File: src/rtl/owd_pkg.sv
package owd_pkg;

    localparam int DATA_W = 32;

    typedef enum logic [1:0] {
        RGN_MISS   = 2'b00,
        RGN_SYSMEM = 2'b01,
        RGN_PCIMEM = 2'b10,
        RGN_LOCAL  = 2'b11
    } region_e;

    typedef struct packed {
        logic [DATA_W-1:0] mode;
        logic [DATA_W-1:0] win;
    } cfg_t;

endpackage

File: src/rtl/owd_cfg_regs.sv
module owd_cfg_regs
    import owd_pkg::*;
#(
    parameter int NUM_CHUNKS = 32,
    parameter int MODE_LSB   = 7
) (
    input  logic                  clk,
    input  logic                  rst_n,
    input  logic                  mode_wr,
    input  logic [DATA_W-1:0]     mode_wdata,
    input  logic                  win_wr,
    input  logic [DATA_W-1:0]     win_wdata,
    output logic                  fwd_en,
    output logic [NUM_CHUNKS-1:0] chunk_en
);

    localparam logic [1:0] MODE_FWD = 2'b01;

    cfg_t cfg_d, cfg_q;

    always_comb begin
        cfg_d = cfg_q;
        if (mode_wr) cfg_d.mode = mode_wdata;
        if (win_wr)  cfg_d.win  = win_wdata;
    end

    always_ff @(posedge clk) begin
        if (!rst_n) cfg_q <= '0;
        else        cfg_q <= cfg_d;
    end

    assign fwd_en = (cfg_q.mode[MODE_LSB +: 2] == MODE_FWD);

    // The bottom and top chunks are reserved and stay dark.
    for (genvar i = 0; i < NUM_CHUNKS; i++) begin : g_chunk
        if (i == 0 || i == NUM_CHUNKS - 1) begin : g_reserved
            assign chunk_en[i] = 1'b0;
        end else begin : g_open
            assign chunk_en[i] = cfg_q.win[i];
        end
    end

    AST_MODE_LATENCY: assert property (@(posedge clk) disable iff (!rst_n)
        mode_wr |=> (fwd_en == ($past(mode_wdata[MODE_LSB +: 2]) == MODE_FWD)));
    AST_WIN_HOLD: assert property (@(posedge clk) disable iff (!rst_n)
        !win_wr |=> $stable(chunk_en));

endmodule

File: src/rtl/owd_cpu_decode.sv
module owd_cpu_decode #(
    parameter int                ADDR_W     = 32,
    parameter int                CHUNK_SH   = 23,
    parameter int                NUM_CHUNKS = 32,
    parameter logic [ADDR_W-1:0] WIN_BASE   = 32'hF000_0000
) (
    input  logic [ADDR_W-1:0]             addr,
    input  logic                          fwd_en,
    input  logic [NUM_CHUNKS-1:0]         chunk_en,
    output logic                          hit,
    output logic [$clog2(NUM_CHUNKS)-1:0] chunk
);

    localparam int              IDX_W   = $clog2(NUM_CHUNKS);
    localparam int              EW      = ADDR_W + 1;
    localparam logic [EW-1:0]   WIN_END = {1'b0, WIN_BASE} + (EW'(NUM_CHUNKS) << CHUNK_SH);

    logic              in_range;
    logic [ADDR_W-1:0] offset;

    always_comb begin
        in_range = ({1'b0, addr} >= {1'b0, WIN_BASE}) && ({1'b0, addr} < WIN_END);
        offset   = addr - WIN_BASE;
        chunk    = in_range ? offset[CHUNK_SH +: IDX_W] : '0;
        hit      = in_range && fwd_en && chunk_en[chunk];
    end

endmodule

File: src/rtl/owd_master_classify.sv
module owd_master_classify
    import owd_pkg::*;
#(
    parameter int                ADDR_W     = 32,
    parameter int                CHUNK_SH   = 23,
    parameter int                PCI_CHUNKS = 30,
    parameter logic [ADDR_W-1:0] WIN_BASE   = 32'hF000_0000,
    parameter logic [ADDR_W-1:0] LOCAL_LO   = 32'hFFF0_0000,
    parameter logic [ADDR_W-1:0] LOCAL_HI   = 32'hFFFF_FFFE
) (
    input  logic [ADDR_W-1:0] addr,
    output region_e           region
);

    localparam int            EW     = ADDR_W + 1;
    localparam logic [EW-1:0] PCI_LO = {1'b0, WIN_BASE} + (EW'(1) << CHUNK_SH);
    localparam logic [EW-1:0] PCI_HI = PCI_LO + (EW'(PCI_CHUNKS) << CHUNK_SH);

    logic [EW-1:0] a_ext;

    always_comb begin
        a_ext = {1'b0, addr};
        if (a_ext < PCI_LO)
            region = RGN_SYSMEM;
        else if (a_ext < PCI_HI)
            region = RGN_PCIMEM;
        else if (addr >= LOCAL_LO && addr <= LOCAL_HI)
            region = RGN_LOCAL;
        else
            region = RGN_MISS;
    end

endmodule

File: src/rtl/outbound_window_decoder.sv
module outbound_window_decoder
    import owd_pkg::*;
#(
    parameter int                ADDR_W     = 32,
    parameter int                CHUNK_SH   = 23,
    parameter int                NUM_CHUNKS = 32,
    parameter int                MODE_LSB   = 7,
    parameter logic [ADDR_W-1:0] WIN_BASE   = 32'hF000_0000,
    parameter logic [ADDR_W-1:0] LOCAL_LO   = 32'hFFF0_0000,
    parameter logic [ADDR_W-1:0] LOCAL_HI   = 32'hFFFF_FFFE
) (
    input  logic                          clk,
    input  logic                          rst_n,
    input  logic                          mode_wr,
    input  logic [DATA_W-1:0]             mode_wdata,
    input  logic                          win_wr,
    input  logic [DATA_W-1:0]             win_wdata,
    input  logic [ADDR_W-1:0]             cpu_addr,
    output logic                          cpu_hit,
    output logic [$clog2(NUM_CHUNKS)-1:0] cpu_chunk,
    input  logic [ADDR_W-1:0]             bm_addr,
    output logic [1:0]                    bm_region
);

    localparam int                PCI_CHUNKS = NUM_CHUNKS - 2;
    localparam logic [ADDR_W-1:0] PCI_LO     = WIN_BASE + (ADDR_W'(1) << CHUNK_SH);

    logic                  fwd_en;
    logic [NUM_CHUNKS-1:0] chunk_en;
    region_e               region;

    owd_cfg_regs #(
        .NUM_CHUNKS (NUM_CHUNKS),
        .MODE_LSB   (MODE_LSB)
    ) cfg_i (
        .clk        (clk),
        .rst_n      (rst_n),
        .mode_wr    (mode_wr),
        .mode_wdata (mode_wdata),
        .win_wr     (win_wr),
        .win_wdata  (win_wdata),
        .fwd_en     (fwd_en),
        .chunk_en   (chunk_en)
    );

    owd_cpu_decode #(
        .ADDR_W     (ADDR_W),
        .CHUNK_SH   (CHUNK_SH),
        .NUM_CHUNKS (NUM_CHUNKS),
        .WIN_BASE   (WIN_BASE)
    ) cpu_i (
        .addr     (cpu_addr),
        .fwd_en   (fwd_en),
        .chunk_en (chunk_en),
        .hit      (cpu_hit),
        .chunk    (cpu_chunk)
    );

    owd_master_classify #(
        .ADDR_W     (ADDR_W),
        .CHUNK_SH   (CHUNK_SH),
        .PCI_CHUNKS (PCI_CHUNKS),
        .WIN_BASE   (WIN_BASE),
        .LOCAL_LO   (LOCAL_LO),
        .LOCAL_HI   (LOCAL_HI)
    ) bm_i (
        .addr   (bm_addr),
        .region (region)
    );

    assign bm_region = region;

    AST_NO_HIT_BELOW_BASE: assert property (@(posedge clk) disable iff (!rst_n)
        (cpu_addr < WIN_BASE) |-> !cpu_hit);
    AST_RESERVED_DARK: assert property (@(posedge clk) disable iff (!rst_n)
        cpu_hit |-> (cpu_chunk != '0 && cpu_chunk != '1));
    AST_BM_LOW_SYSMEM: assert property (@(posedge clk) disable iff (!rst_n)
        (bm_addr < PCI_LO) |-> (bm_region == RGN_SYSMEM));
    AST_BM_TOP_MISS: assert property (@(posedge clk) disable iff (!rst_n)
        (bm_addr == '1) |-> (bm_region == RGN_MISS));

endmodule

File: config.mk
export PLATFORM = sky130hd
export DESIGN_NAME = outbound_window_decoder
export DESIGN_NICKNAME = d
export VERILOG_FILES = /design/src/rtl/owd_pkg.sv /design/src/rtl/owd_cfg_regs.sv /design/src/rtl/owd_cpu_decode.sv /design/src/rtl/owd_master_classify.sv /design/src/rtl/outbound_window_decoder.sv
export SDC_FILE = /design/constraint.sdc
export NUM_CORES = 1
export LEC_CHECK = 0
export BUFFER_PORTS_ARGS = -buffer_cell sky130_fd_sc_hd__buf_2
export CELL_PAD_IN_SITES_DETAIL_PLACEMENT = 1
export CELL_PAD_IN_SITES_GLOBAL_PLACEMENT = 2
export CORE_UTILIZATION = 24
export DETAILED_ROUTE_END_ITERATION = 12
export PLACE_DENSITY_LB_ADDON = 0.1
export SETUP_SLACK_MARGIN = 0.02
export SLEW_MARGIN = 20
export SYNTH_ARGS = -nofsm -noshare
export SYNTH_HDL_FRONTEND = slang
export SYNTH_HIERARCHICAL = 1
export SYNTH_SLANG_ARGS = --single-unit
File: constraint.sdc
create_clock -name clk -period 4.6 [get_ports clk]
set_input_delay 0.92 -clock clk [delete_from_list [all_inputs] [get_ports clk]]
set_output_delay 0.92 -clock clk [all_outputs]
set_load 0.02 [all_outputs]
==> out/results.ini <==
[clocking]
htreeDepth = 2
cts.sinks = 32
cts_buffers = 5
clock-root-buffer = clkbuf_8
cts_hold_buf = 0
clockBufferDepth = 2
clk_pin_slew_ns = 0.07
clkLatencyLatePin_ns = 0.28
cts_tree = yes
post_cts_buffers = 0
cts_resized = 0

[run_status]
status = completed

[final_layout]
syn_to_final_growth_pct = 14.3
final_common_cell = buf_2
mostFrequentLayoutCells = buf_2, mux2i_1, nor2b_1
antenna_cells = 0
final_cell_area_sq_um = 2290
final_nets = 382
layout-drive-gt1-share_pct = 39.6

[sta]
worst-slew-pin-transition_ns = 0.935
finalCriticalPeriod_ns = 3.52
setup_tns_ns = 0
fin_ws_ns = 1.08
rsz0062_at_grt = no
finalSetupViolCount = 0
fmax_ghz = 0.284
maxSlewViolCount = 0
final-hold-violation-count = 0
post-route-period-util_pct = 76.5
skew_ns = 0
slew_headroom_pct = 37.7

[critical_path]
end_kind = primary output
cpPeakStageDelay_ns = 0.58
cp_common_cell = buf_2
critical-path-top-delay-family = compound AO/OA/AOI/OAI gates
setup.reg_to_reg.worst_slack_ns = 3.98
reg2reg_depth = 2
cp.arrival_ns = 2.60
reg2reg_to = cfg_i/chunk_en[25]
critPathBufInv = 2
crit_cells = 5
cp_slowest_cell = mux4_2
crit_end = cpu_hit
start_kind = primary input
r2r-start = cfg_i/chunk_en[25]
required_ns = 3.68
crit_fanout = 16
crit_chain = buf_2 -> mux4_2 -> a2111oi_2 -> o32ai_1 -> buf_2
crit_type = in2out
startpoint = cpu_addr[23]

[routing]
drc = 0
num_vias = 1516
dr.pass1.iters = 4
wl_mm = 4.84
drtIter0Drc = 25
wire_per_inst_microns = 13.8
vias_per_cell = 4.31
drtAntennaViolNets = 0

[yosys]
syn-cell-area_sq_um = 2000
synth_top_area_cell = dfxtp_1
ys_seq_elements = 32
synthTopCellsByArea = dfxtp_1, mux2i_1, buf_4
ys_warn_count = 6
ys_types = 37
synth_top_area_share_pct = 32.0
ys_seq_area_share_pct = 32.0
async_reset_ff_share_pct = 0
syn_inst = 201
synth_edf_count = 0
synth_flop_cell = dfxtp_1
syn_avg_cell_area_sq_um = 9.95

[global_route]
grt_pass1_wl_mm = 7.51
overflow = 0
grt_max_degree = 33
grt_usage_pct = 11.3
antenna_found_initial = 0
grt_pass1_vias = 1503

[floorplan]
die_w_microns = 93.3
initial_utilization_pct = 25.3
die_h_microns = 93.3
pin_count = 140
core_area_sq_um = 7890
rows = 32
die_area_sq_um = 8700

[pwr]
p_total_uw = 646
power.density_nw_per_um2 = 282
leakage_nw = 1.06
peakVddDrop_uv = 90.3

[placed_design]
gp_congestion = 0.609
placed_area_sq_um = 2190
dp_slack_ns = 1.06
numPortBuffers = 84
dp_hpwl_mm = 3.67

[min_path]
min_path_type = reg2reg

[job]
drv_cap = 0

[logic make-up after synthesis]
group	count (synthesis)	share of synthesized area [%]
multiplexers	41	23.3
AO/OA/AOI/OAI	16	6.63
flip-flops	32	32.0
AND/OR/NAND/NOR	64	19.0
other	1	0.188
buffers and inverters	47	18.8
[metrics by stage]
stage	utilization, %	instances	hold WS [ns]
after floorplan	-	202	0.474
after global placement	27.8	345	0.491
after detailed placement	27.8	345	0.500
after CTS	29.0	352	0.518
after global routing	29.0	352	0.540
final	29.0	352	0.511
[worst register-to-register path: stages (launching register included)]
cell and delay, ns:
dfxtp_1 0.35, mux2i_1 0.08, nor2b_1 0.13
[cell type report]
class / instances / area, sq um
timing repair buffer: 84 / 420
multi-input combinational: 123 / 986
fill: 932 / 5600
sequential: 32 / 641
inverter: 4 / 15.0
tap: 102 / 128
clock buffer: 7 / 96.3
[sequential cells by signal, summed over array words and instances (netlist names)]
register and cells:
cfg_i/cfg_q 2, cfg_i/chunk_en 30
[synthesized netlist by cell type (2+ instances only)]
master and count:
dfxtp_1 32, nand4_1 5, a311oi_1 2, buf_12 3, nand3_1 3, and2_1 5
nor3_1 3, inv_1 4, clkbuf_1 3, nor2_1 7, a21oi_1 3, mux2i_1 35
buf_6 4, nor2b_1 33, mux2_2 2, nand2_1 3, mux4_2 3, buf_4 32
[routing by layer]
layer	track usage (%)	wire length [microns]	part of all wire, %
met5	0	0	0
met3	3.17	406	8.4
met1	15.4	2330	48
met2	17.2	2060	43
met4	3.08	49	1.0
[power by group]
group	total [mW]	switching, mW	internal (mW)
registers	0.302	0.00794	0.294
clock network	0.239	0.105	0.133
logic	0.105	0.0468	0.0585
total	0.646	0.160	0.486
[how the worst min path moves through the flow]
stage	startpoint	end	slack, ns	cells after the start
floorplan	cfg_i/cfg_q[39]	cfg_i/cfg_q[39]	0.47	2
global placement	cfg_i/chunk_en[19]	cfg_i/chunk_en[19]	0.49	2
detailed placement	cfg_i/chunk_en[9]	cfg_i/chunk_en[9]	0.50	2
CTS	cfg_i/chunk_en[9]	cfg_i/chunk_en[9]	0.52	2
global route	cfg_i/chunk_en[9]	cfg_i/chunk_en[9]	0.54	2
finish	cfg_i/chunk_en[29]	cfg_i/chunk_en[29]	0.51	2
No activity file was read; power rests on OpenSTA's default activity.
